`src/rtl/msix_pkg.sv`:
```
package msix_pkg;
    localparam int NVEC      = 64;
    localparam int WORD      = 32;
    localparam int NHALF     = NVEC / WORD;
    // byte offsets of the low halves; pair step differs by word kind
    localparam int OFF_RAISE = 'h00;
    localparam int OFF_CLEAR = 'h10;
    localparam int OFF_CFG   = 'h20;
    localparam int OFF_HMASK = 'h40;
    localparam int OFF_AMASK = 'h60;
    localparam int OFF_HSTAT = 'h80;
    localparam int OFF_ASTAT = 'hA0;
    localparam int STEP_PEND = 'h04;
    localparam int STEP_HALF = 'h10;

    typedef struct packed {
        logic [NVEC-1:0] cfg;
        logic [NVEC-1:0] hmask;
        logic [NVEC-1:0] amask;
    } ctl_t;

    typedef struct packed {
        logic [NVEC-1:0] pend;
        logic [NVEC-1:0] pulse;
    } core_t;
endpackage

```
`src/rtl/msix_msg_decode.sv`:
```
module msix_msg_decode
    import msix_pkg::*;
#(
    parameter int MSG_W = 32
) (
    input  logic                clk,
    input  logic                rst_n,
    input  logic                msg_valid,
    input  logic [MSG_W-1:0]    msg_data,
    output logic [NVEC-1:0]     raise_msg
);
    always_comb begin
        for (int i = 0; i < NVEC; i++) begin
            raise_msg[i] = msg_valid && (msg_data == MSG_W'(i));
        end
    end

    assert_single_vec_R2: assert property (@(posedge clk) disable iff (!rst_n)
        $onehot0(raise_msg));

    assert_range_drop_R3: assert property (@(posedge clk) disable iff (!rst_n)
        (msg_valid && msg_data >= MSG_W'(NVEC)) |-> (raise_msg == '0));
endmodule

```
`src/rtl/msix_regs.sv`:
```
module msix_regs
    import msix_pkg::*;
#(
    parameter int ADDR_W = 8
) (
    input  logic                clk,
    input  logic                rst_n,
    input  logic                reg_wen,
    input  logic [ADDR_W-1:0]   reg_addr,
    input  logic [WORD-1:0]     reg_wdata,
    input  logic [NVEC-1:0]     pend,
    input  logic [NVEC-1:0]     hstat,
    input  logic [NVEC-1:0]     astat,
    output ctl_t                ctl,
    output logic [NVEC-1:0]     sw_raise,
    output logic [NVEC-1:0]     sw_clear,
    output logic [WORD-1:0]     reg_rdata
);
    ctl_t ctl_d, ctl_q;
    logic hit_d;

    always_comb begin
        ctl_d     = ctl_q;
        sw_raise  = '0;
        sw_clear  = '0;
        reg_rdata = '0;
        hit_d     = 1'b0;
        for (int h = 0; h < NHALF; h++) begin
            if (reg_wen) begin
                if (reg_addr == ADDR_W'(OFF_RAISE + h*STEP_PEND))
                    sw_raise[h*WORD +: WORD] = reg_wdata;
                if (reg_addr == ADDR_W'(OFF_CLEAR + h*STEP_PEND))
                    sw_clear[h*WORD +: WORD] = reg_wdata;
                if (reg_addr == ADDR_W'(OFF_CFG + h*STEP_HALF)) begin
                    ctl_d.cfg[h*WORD +: WORD] = reg_wdata;
                    hit_d = 1'b1;
                end
                if (reg_addr == ADDR_W'(OFF_HMASK + h*STEP_HALF)) begin
                    ctl_d.hmask[h*WORD +: WORD] = reg_wdata;
                    hit_d = 1'b1;
                end
                if (reg_addr == ADDR_W'(OFF_AMASK + h*STEP_HALF)) begin
                    ctl_d.amask[h*WORD +: WORD] = reg_wdata;
                    hit_d = 1'b1;
                end
            end
            if (reg_addr == ADDR_W'(OFF_RAISE + h*STEP_PEND)) reg_rdata = pend[h*WORD +: WORD];
            if (reg_addr == ADDR_W'(OFF_CFG   + h*STEP_HALF)) reg_rdata = ctl_q.cfg[h*WORD +: WORD];
            if (reg_addr == ADDR_W'(OFF_HMASK + h*STEP_HALF)) reg_rdata = ctl_q.hmask[h*WORD +: WORD];
            if (reg_addr == ADDR_W'(OFF_AMASK + h*STEP_HALF)) reg_rdata = ctl_q.amask[h*WORD +: WORD];
            if (reg_addr == ADDR_W'(OFF_HSTAT + h*STEP_HALF)) reg_rdata = hstat[h*WORD +: WORD];
            if (reg_addr == ADDR_W'(OFF_ASTAT + h*STEP_HALF)) reg_rdata = astat[h*WORD +: WORD];
        end
    end

    always_ff @(posedge clk) begin
        if (!rst_n) begin
            ctl_q.cfg   <= '0;
            ctl_q.hmask <= '1;
            ctl_q.amask <= '1;
        end else begin
            ctl_q <= ctl_d;
        end
    end

    assign ctl = ctl_q;

    assert_ctl_hold_R8: assert property (@(posedge clk) disable iff (!rst_n)
        !reg_wen |=> $stable(ctl_q));

    assert_unmapped_R12: assert property (@(posedge clk) disable iff (!rst_n)
        (reg_wen && !hit_d) |=> $stable(ctl_q));
endmodule

```
`src/rtl/msix_core.sv`:
```
module msix_core
    import msix_pkg::*;
(
    input  logic                clk,
    input  logic                rst_n,
    input  logic [NVEC-1:0]     raise_msg,
    input  logic [NVEC-1:0]     sw_raise,
    input  logic [NVEC-1:0]     sw_clear,
    input  ctl_t                ctl,
    output logic [NVEC-1:0]     pend,
    output logic [NVEC-1:0]     hstat,
    output logic [NVEC-1:0]     astat,
    output logic [NVEC-1:0]     host_irq,
    output logic [NVEC-1:0]     aux_irq
);
    core_t core_d, core_q;
    logic [NVEC-1:0] raise_all;

    always_comb begin
        raise_all     = raise_msg | sw_raise;
        core_d.pend   = (core_q.pend & ~sw_clear) | raise_all;
        core_d.pulse  = raise_all & ctl.cfg & ~ctl.hmask;
    end

    always_ff @(posedge clk) begin
        if (!rst_n) core_q <= '0;
        else        core_q <= core_d;
    end

    assign pend     = core_q.pend;
    assign hstat    = core_q.pend & ~ctl.hmask;
    assign astat    = core_q.pend & ~ctl.amask;
    assign host_irq = core_q.pulse | (hstat & ~ctl.cfg);
    assign aux_irq  = astat;

    assert_raise_sets_R5: assert property (@(posedge clk) disable iff (!rst_n)
        (raise_all != '0) |=> ((core_q.pend & $past(raise_all)) == $past(raise_all)));

    assert_clear_drops_R4: assert property (@(posedge clk) disable iff (!rst_n)
        ((sw_clear & ~raise_all) != '0) |=> ((core_q.pend & $past(sw_clear & ~raise_all)) == '0));

    assert_edge_pulse_R10: assert property (@(posedge clk) disable iff (!rst_n)
        ((host_irq & ctl.cfg) & ~$past(raise_all)) == '0);

    assert_aux_subset_R11: assert property (@(posedge clk) disable iff (!rst_n)
        (aux_irq & ~core_q.pend) == '0);
endmodule

```
`src/rtl/msix_target.sv`:
```
module msix_target
    import msix_pkg::*;
#(
    parameter int MSG_W  = 32,
    parameter int ADDR_W = 8
) (
    input  logic                clk,
    input  logic                rst_n,
    input  logic                msg_valid,
    input  logic [MSG_W-1:0]    msg_data,
    input  logic                reg_wen,
    input  logic [ADDR_W-1:0]   reg_addr,
    input  logic [31:0]         reg_wdata,
    output logic [31:0]         reg_rdata,
    output logic [63:0]         host_irq,
    output logic [63:0]         aux_irq
);
    logic [NVEC-1:0] raise_msg, sw_raise, sw_clear, pend, hstat, astat;
    ctl_t ctl;

    msix_msg_decode #(.MSG_W(MSG_W)) u_dec (
        .clk(clk), .rst_n(rst_n), .msg_valid(msg_valid), .msg_data(msg_data),
        .raise_msg(raise_msg)
    );

    msix_regs #(.ADDR_W(ADDR_W)) u_regs (
        .clk(clk), .rst_n(rst_n), .reg_wen(reg_wen), .reg_addr(reg_addr),
        .reg_wdata(reg_wdata), .pend(pend), .hstat(hstat), .astat(astat),
        .ctl(ctl), .sw_raise(sw_raise), .sw_clear(sw_clear), .reg_rdata(reg_rdata)
    );

    msix_core u_core (
        .clk(clk), .rst_n(rst_n), .raise_msg(raise_msg), .sw_raise(sw_raise),
        .sw_clear(sw_clear), .ctl(ctl), .pend(pend), .hstat(hstat), .astat(astat),
        .host_irq(host_irq), .aux_irq(aux_irq)
    );
endmodule

```
`config.mk`:
```
export PLATFORM = sky130hd
export DESIGN_NAME = msix_target
export DESIGN_NICKNAME = d
export VERILOG_FILES = /design/src/rtl/msix_pkg.sv /design/src/rtl/msix_msg_decode.sv /design/src/rtl/msix_regs.sv /design/src/rtl/msix_core.sv /design/src/rtl/msix_target.sv
export SDC_FILE = /design/constraint.sdc
export NUM_CORES = 1
export LEC_CHECK = 0
export BUFFER_PORTS_ARGS = -buffer_cell sky130_fd_sc_hd__buf_2
export CORE_ASPECT_RATIO = 1.25
export CORE_MARGIN = 3
export CORE_UTILIZATION = 58
export CTS_CLUSTER_DIAMETER = 150
export CTS_CLUSTER_SIZE = 25
export DETAILED_ROUTE_END_ITERATION = 8
export PLACE_DENSITY = 0.9
export SYNTH_ARGS = -nofsm -noshare
export SYNTH_HDL_FRONTEND = slang
export SYNTH_SLANG_ARGS = --single-unit
```
`constraint.sdc`:
```
create_clock -name clk -period 4 [get_ports clk]
set_input_delay 0.8 -clock clk [delete_from_list [all_inputs] [get_ports clk]]
set_output_delay 0.8 -clock clk [all_outputs]
set_load 0.05 [all_outputs]
```
==> results of run 1 <==
==> Yosys cell counts (all sizes together) (27+ instances only) <==
cell type  number
a21oi         120
nand3         176
nor2          161
nand2b         31
a21o           34
clkbuf        133
a21boi        128
o211ai         31
nor3           74
nor2b          76
dfxtp         320
buf            43
o21ai         123
and3           27
nand2         539
o22ai          39
==> critical path: cells and delay by family <==
kind / cells / cell delay [ns]
AO/OA/AOI/OAI: 3 / 0.45
AND/OR/NAND/NOR: 2 / 1.05
buffers and inverters: 3 / 0.80
==> state kept, by name (all words and copies together), names as in the netlist <==
signal         count
u_core.core_q     64
u_core.pend       64
u_regs.ctl       192
==> through the flow <==
| step | power (uW) | cells |
|---|---|---|
| 5_1_grt | 5600 | 2919 |
| 2_1_floorplan | 3510 | 2329 |
| 6_report | 5500 | 2919 |
| 3_3_place_gp | 3700 | 2900 |
| 4_1_cts | 5460 | 2918 |
| 3_5_place_dp | 3710 | 2900 |
==> routing by layer <==
metal	track usage (%)	up-vias
met2	69.3	1811
met4	32.5	4
met1	55.4	9147
met3	11.4	515
li1	-	8604
met5	0	-
==> area by class of cell <==
class                      instances  area [um2]  area share (%)
antenna                            1        2.50          0.0128
tap                              390         488            2.49
sequential                       320        6410            32.7
multi-input combinational       1817        9960            50.8
inverter                          16        60.1           0.306
clock inverter                     1        7.51          0.0383
clock buffer                      17         425            2.17
timing repair buffer             357        2250            11.5
==> worst paths after layout <==
kind	from	to	cells past startpoint	slack, ns
hold reg to reg	u_regs.ctl[190]	u_core.core_q[62]	2	0.47
setup reg to reg	u_core.pend[52]	u_core.pend[52]	2	3.15
hold / removal	u_regs.ctl[190]	u_core.core_q[62]	2	0.47
setup / recovery	reg_addr[6]	reg_rdata[9]	8	0.08
==> cell families after synthesis <==
group / Yosys count / share of synthesized area, %
AO/OA/AOI/OAI: 636 / 25.2
buffers and inverters: 192 / 4.61
flip-flops: 320 / 37.5
multiplexers: 17 / 1.00
AND/OR/NAND/NOR: 1164 / 31.7
==> report_power, final <==
group | switching, uW | internal, uW | total [uW]
Clock | 1070 | 768 | 1840
Sequential | 5.78 | 3190 | 3190
Combinational | 327 | 142 | 469
Total | 1410 | 4100 | 5500
==> reports/results.ini, run 1 <==
[floorplan]
rows=69
core_area_um2=28700
die_y_um=198
dieArea_um2=31600
design.portCount=236
die_x_um=160
initial_core_util_pct=59.4

[final_layout]
final.fill_count=2435
layout_common_cells=nand2_1 (538), dfxtp_1 (320), buf_2 (233)
fin_nets=2604
layout_commonest_cell=nand2_1
final_layout_size_suffix_gt1_share_pct=16.3
area_delta_synth_final_pct=14.8
post-route-util_pct=68.2
stdcell_area_um2=19600

[timing]
max_clock_freq_mhz=255
rsz0062_at_grt=false
drv_slew=0
hold_viol=0
tightest_slew_ns=1.09
setup_slack_ns=0.0850
final_min_period_over_clock_period_pct=97.9
fin_tns_setup_ns=0
setup-violations-final=0
post-route-min-period_ns=3.92
skew_ns=0.0216
whs_ns=0.472
max-slew-margin-rel_pct=27.2

[synth]
ys_types=74
syn_inst=2329
seq_area_frac_synth_pct=37.5
yosysTopAreaCell=dfxtp_1
synth_top_area_share_pct=37.5
ys.flop_type=dfxtp_1
ys_warn_count=0
avgSynthCellArea_um2=7.34
synth-edff-count=0
syn-num-nets=2405
synthArstFlopShare_pct=0
ys_ff_latch=320
synth_area_um2=17100
synthTopCellsByArea=dfxtp_1 (37%), nand2_1 (12%), nand3_1 (5.2%)

[clock_network]
cts_hold_buf=0
cts_tree=yes
numCtsBuffers=16
clk_pin_slew_ns=0.10
clk_latency_ns=0.54
h-tree-depth=1
cts_resized=0
cts.sinks=320
post_cts_buffers=0
root_buffer=clkbuf_16
clock_path_buffers=3

[critical_path]
cp-end-kind=primary output
slowest_stage=or4b_1
worstSetupPathType=in2out
max_stage_delay_ns=0.71
start_kind=primary input
critPathMaxFanout=16
crit_chain=buf_2, or4b_1, nor2_1, buf_4, a21oi_1, a21oi_1, o211ai_1, buf_2
cp.arrival_ns=3.12
required_ns=3.20

[route]
top_layer=met5
wl_met1_um=25200
routedWlPerCell_um=25.7
viasPerCell=6.88
wl_met3_um=11300
dr.first_iter.drc_count=3508
drt_first_pass_iters=8
drc_errors=0
dr_wl_met2_um=31400
vias=20100
antenna_left=0
wl_um=75000

[place]
io_buffer_count=235
gp_congestion=1.07
place_ws_ns=0.154
hpwl_um=51600
place_area_um2=19200

[job]
max_cap_viol_count=0

[power]
p_leak_uw=0.00809
powerDensity_nw_per_um2=281
vdd.ir_drop.worst_v=0.000314

[global_routing]
globalRouteTotalUtil_pct=45.1
grt_pass1_wl_um=111000
overflow=0
grt_start_max_net_pins=131
antenna_found_initial=5
grt_pass1_vias=18900

[worst_hold_path]
hold_path_class=reg2reg

[status]
status=complete, no violations

No activity file was read; power rests on OpenSTA's default activity.
==> inputs of run 2 (changes only) <==
--- a/config.mk
+++ b/config.mk
@@ -12,6 +12,7 @@
 export CTS_CLUSTER_DIAMETER = 150
 export CTS_CLUSTER_SIZE = 25
 export DETAILED_ROUTE_END_ITERATION = 8
+export MAX_ROUTING_LAYER = met4
 export PLACE_DENSITY = 0.9
 export SYNTH_ARGS = -nofsm -noshare
 export SYNTH_HDL_FRONTEND = slang
==> run 2 against run 1 <==
Clock power about the same. Combinational power about the same. Final area increased by 0.14%.
==> reports/results.ini, run 2 (synthesized netlist as in run 1, its figures left out) <==
[status]
status=complete, no violations  ; unchanged

[floorplan]
design.portCount=236  ; unchanged
rows=69  ; unchanged
dieArea_um2=31600  ; unchanged
core_area_um2=28700  ; unchanged
die_x_um=160  ; unchanged
initial_core_util_pct=59.4  ; unchanged
die_y_um=198  ; unchanged

[global_routing]
grt_start_max_net_pins=121  ; was 131
grt_pass1_vias=19000  ; was 18900
antenna_found_initial=4  ; was 5
overflow=0  ; unchanged
grt_pass1_wl_um=112000  ; was 111000 um
globalRouteTotalUtil_pct=46.8  ; was 45.1%

[final_layout]
final.fill_count=2474  ; was 2435
post-route-util_pct=68.3  ; was 68.2%
fin_nets=2604  ; unchanged
stdcell_area_um2=19600  ; about the same
area_delta_synth_final_pct=14.9  ; was 14.8%
final_layout_size_suffix_gt1_share_pct=16.3  ; unchanged
largest_reg_flops=192  ; unchanged
layout_common_cells=nand2_1 (538), dfxtp_1 (320), buf_2 (233)  ; unchanged
multi_input_area_um2=9960  ; unchanged
regArea_um2=6410  ; unchanged
layout_commonest_cell=nand2_1  ; unchanged

[clock_network]
cts.sinks=320  ; unchanged
clock_path_buffers=3  ; unchanged
post_cts_buffers=0  ; unchanged
cts_hold_buf=0  ; unchanged
root_buffer=clkbuf_16  ; unchanged
clk_latency_ns=0.53  ; was 0.54 ns
numCtsBuffers=16  ; unchanged
cts_tree=yes  ; unchanged
h-tree-depth=1  ; unchanged
cts_resized=0  ; unchanged
clk_pin_slew_ns=0.10  ; about the same

[timing]
post-route-min-period_ns=3.89  ; was 3.92 ns
setup_slack_ns=0.111  ; was 0.0850 ns
setup-violations-final=0  ; unchanged
skew_ns=0.0125  ; was 0.0216 ns
final_min_period_over_clock_period_pct=97.2  ; was 97.9%
drv_slew=0  ; unchanged
hold_viol=0  ; unchanged
max-slew-margin-rel_pct=34.6  ; was 27.2%
tightest_slew_ns=0.980  ; was 1.09 ns
rsz0062_at_grt=false  ; unchanged
max_clock_freq_mhz=257  ; was 255 MHz
fin_tns_setup_ns=0  ; unchanged

[route]
vias=20000  ; was 20100
drc_errors=0  ; unchanged
drt_first_pass_iters=7  ; was 8
wl_um=75200  ; was 75000 um
viasPerCell=6.84  ; was 6.88
antenna_left=0  ; unchanged
dr.first_iter.drc_count=3036  ; was 3508
routedWlPerCell_um=25.7  ; about the same

[critical_path]
max_stage_delay_ns=0.44  ; was 0.71 ns
start_kind=primary input  ; unchanged
required_ns=3.20  ; about the same
critPathMaxFanout=17  ; was 16
critPathBufInv=3  ; unchanged
cp.arrival_ns=3.09  ; was 3.12 ns
crit_chain=buf_2, nor2b_1, buf_12, nand2_1, nor2_1, a21oi_1, a21oi_1, buf_2  ; was buf_2, or4b_1, nor2_1, buf_4, a21oi_1, a21oi_1, o211ai_1, buf_2
crit_family=simple AND/OR/NAND/NOR gates  ; unchanged
worstSetupPathType=in2out  ; unchanged
slowest_stage=nor2_1  ; was or4b_1
cp-end-kind=primary output  ; unchanged

[place]
hpwl_um=51600  ; about the same
gp_congestion=1.08  ; was 1.07
io_buffer_count=235  ; unchanged
place_ws_ns=0.190  ; was 0.154 ns
place_area_um2=19200  ; about the same

[worst_hold_path]
hold_path_class=reg2reg  ; unchanged

[job]
max_cap_viol_count=0  ; unchanged

[power]
powerDensity_nw_per_um2=281  ; about the same
finalPower_uw=5510  ; was 5500 uW
p_leak_uw=0.00810  ; was 0.00809 uW
vdd.ir_drop.worst_v=0.000301  ; was 0.000314 V

run 2: cell types whose count changed in the layout (fill, tap and decap cells not counted):
cell and change:
buf_12 +1, buf_4 -1, diode_2 +6
run 2: metal layers:
layer	vias up	share of wire [%]	global-route usage (%)
li1	8616	-	-
met5	-	0	-
met3	496	13	10.6
met2	1665	43	70.1
met1	9233	35	55.1
met4	0	9.5	35.0
run 2: cell type report:
type,instances,share of cell area (%)
flip-flops and latches,320,32.6
well taps,390,2.49
inverters,16,0.306
multi-input cells,1817,50.7
clock buffers,17,2.17
diodes,7,0.0892
repair buffers,357,11.5
clock inverters,1,0.0382
run 2: worst paths after layout:
kind,slack (ns),cells after the start,start,endpoint
min,0.47,1,u_regs.ctl[67],u_core.core_q[3]
max reg2reg,3.08,2,u_core.pend[27],u_core.pend[27]
max,0.11,8,reg_addr[7],reg_rdata[23]
min reg2reg,0.47,1,u_regs.ctl[67],u_core.core_q[3]
run 2: where the power goes:
part           internal (uW)  switching (uW)  leakage, uW
registers               3190            5.82      0.00258
logic                    145             327      0.00531
clock network            768            1080     0.000210
total                   4100            1410      0.00810
run 2: worst register-to-register path, cell delays in order, from the launching register on:
cell and delay, ns:
dfxtp_1 0.53, o21ai_0 0.16, a21boi_1 0.16
run 2: stage by stage:
stage,hold WS [ns],std cells
global placement,0.448,2900
CTS,0.465,2918
detailed placement,0.457,2900
floorplan,0.432,2329
global route,0.490,2922
finish,0.469,2925
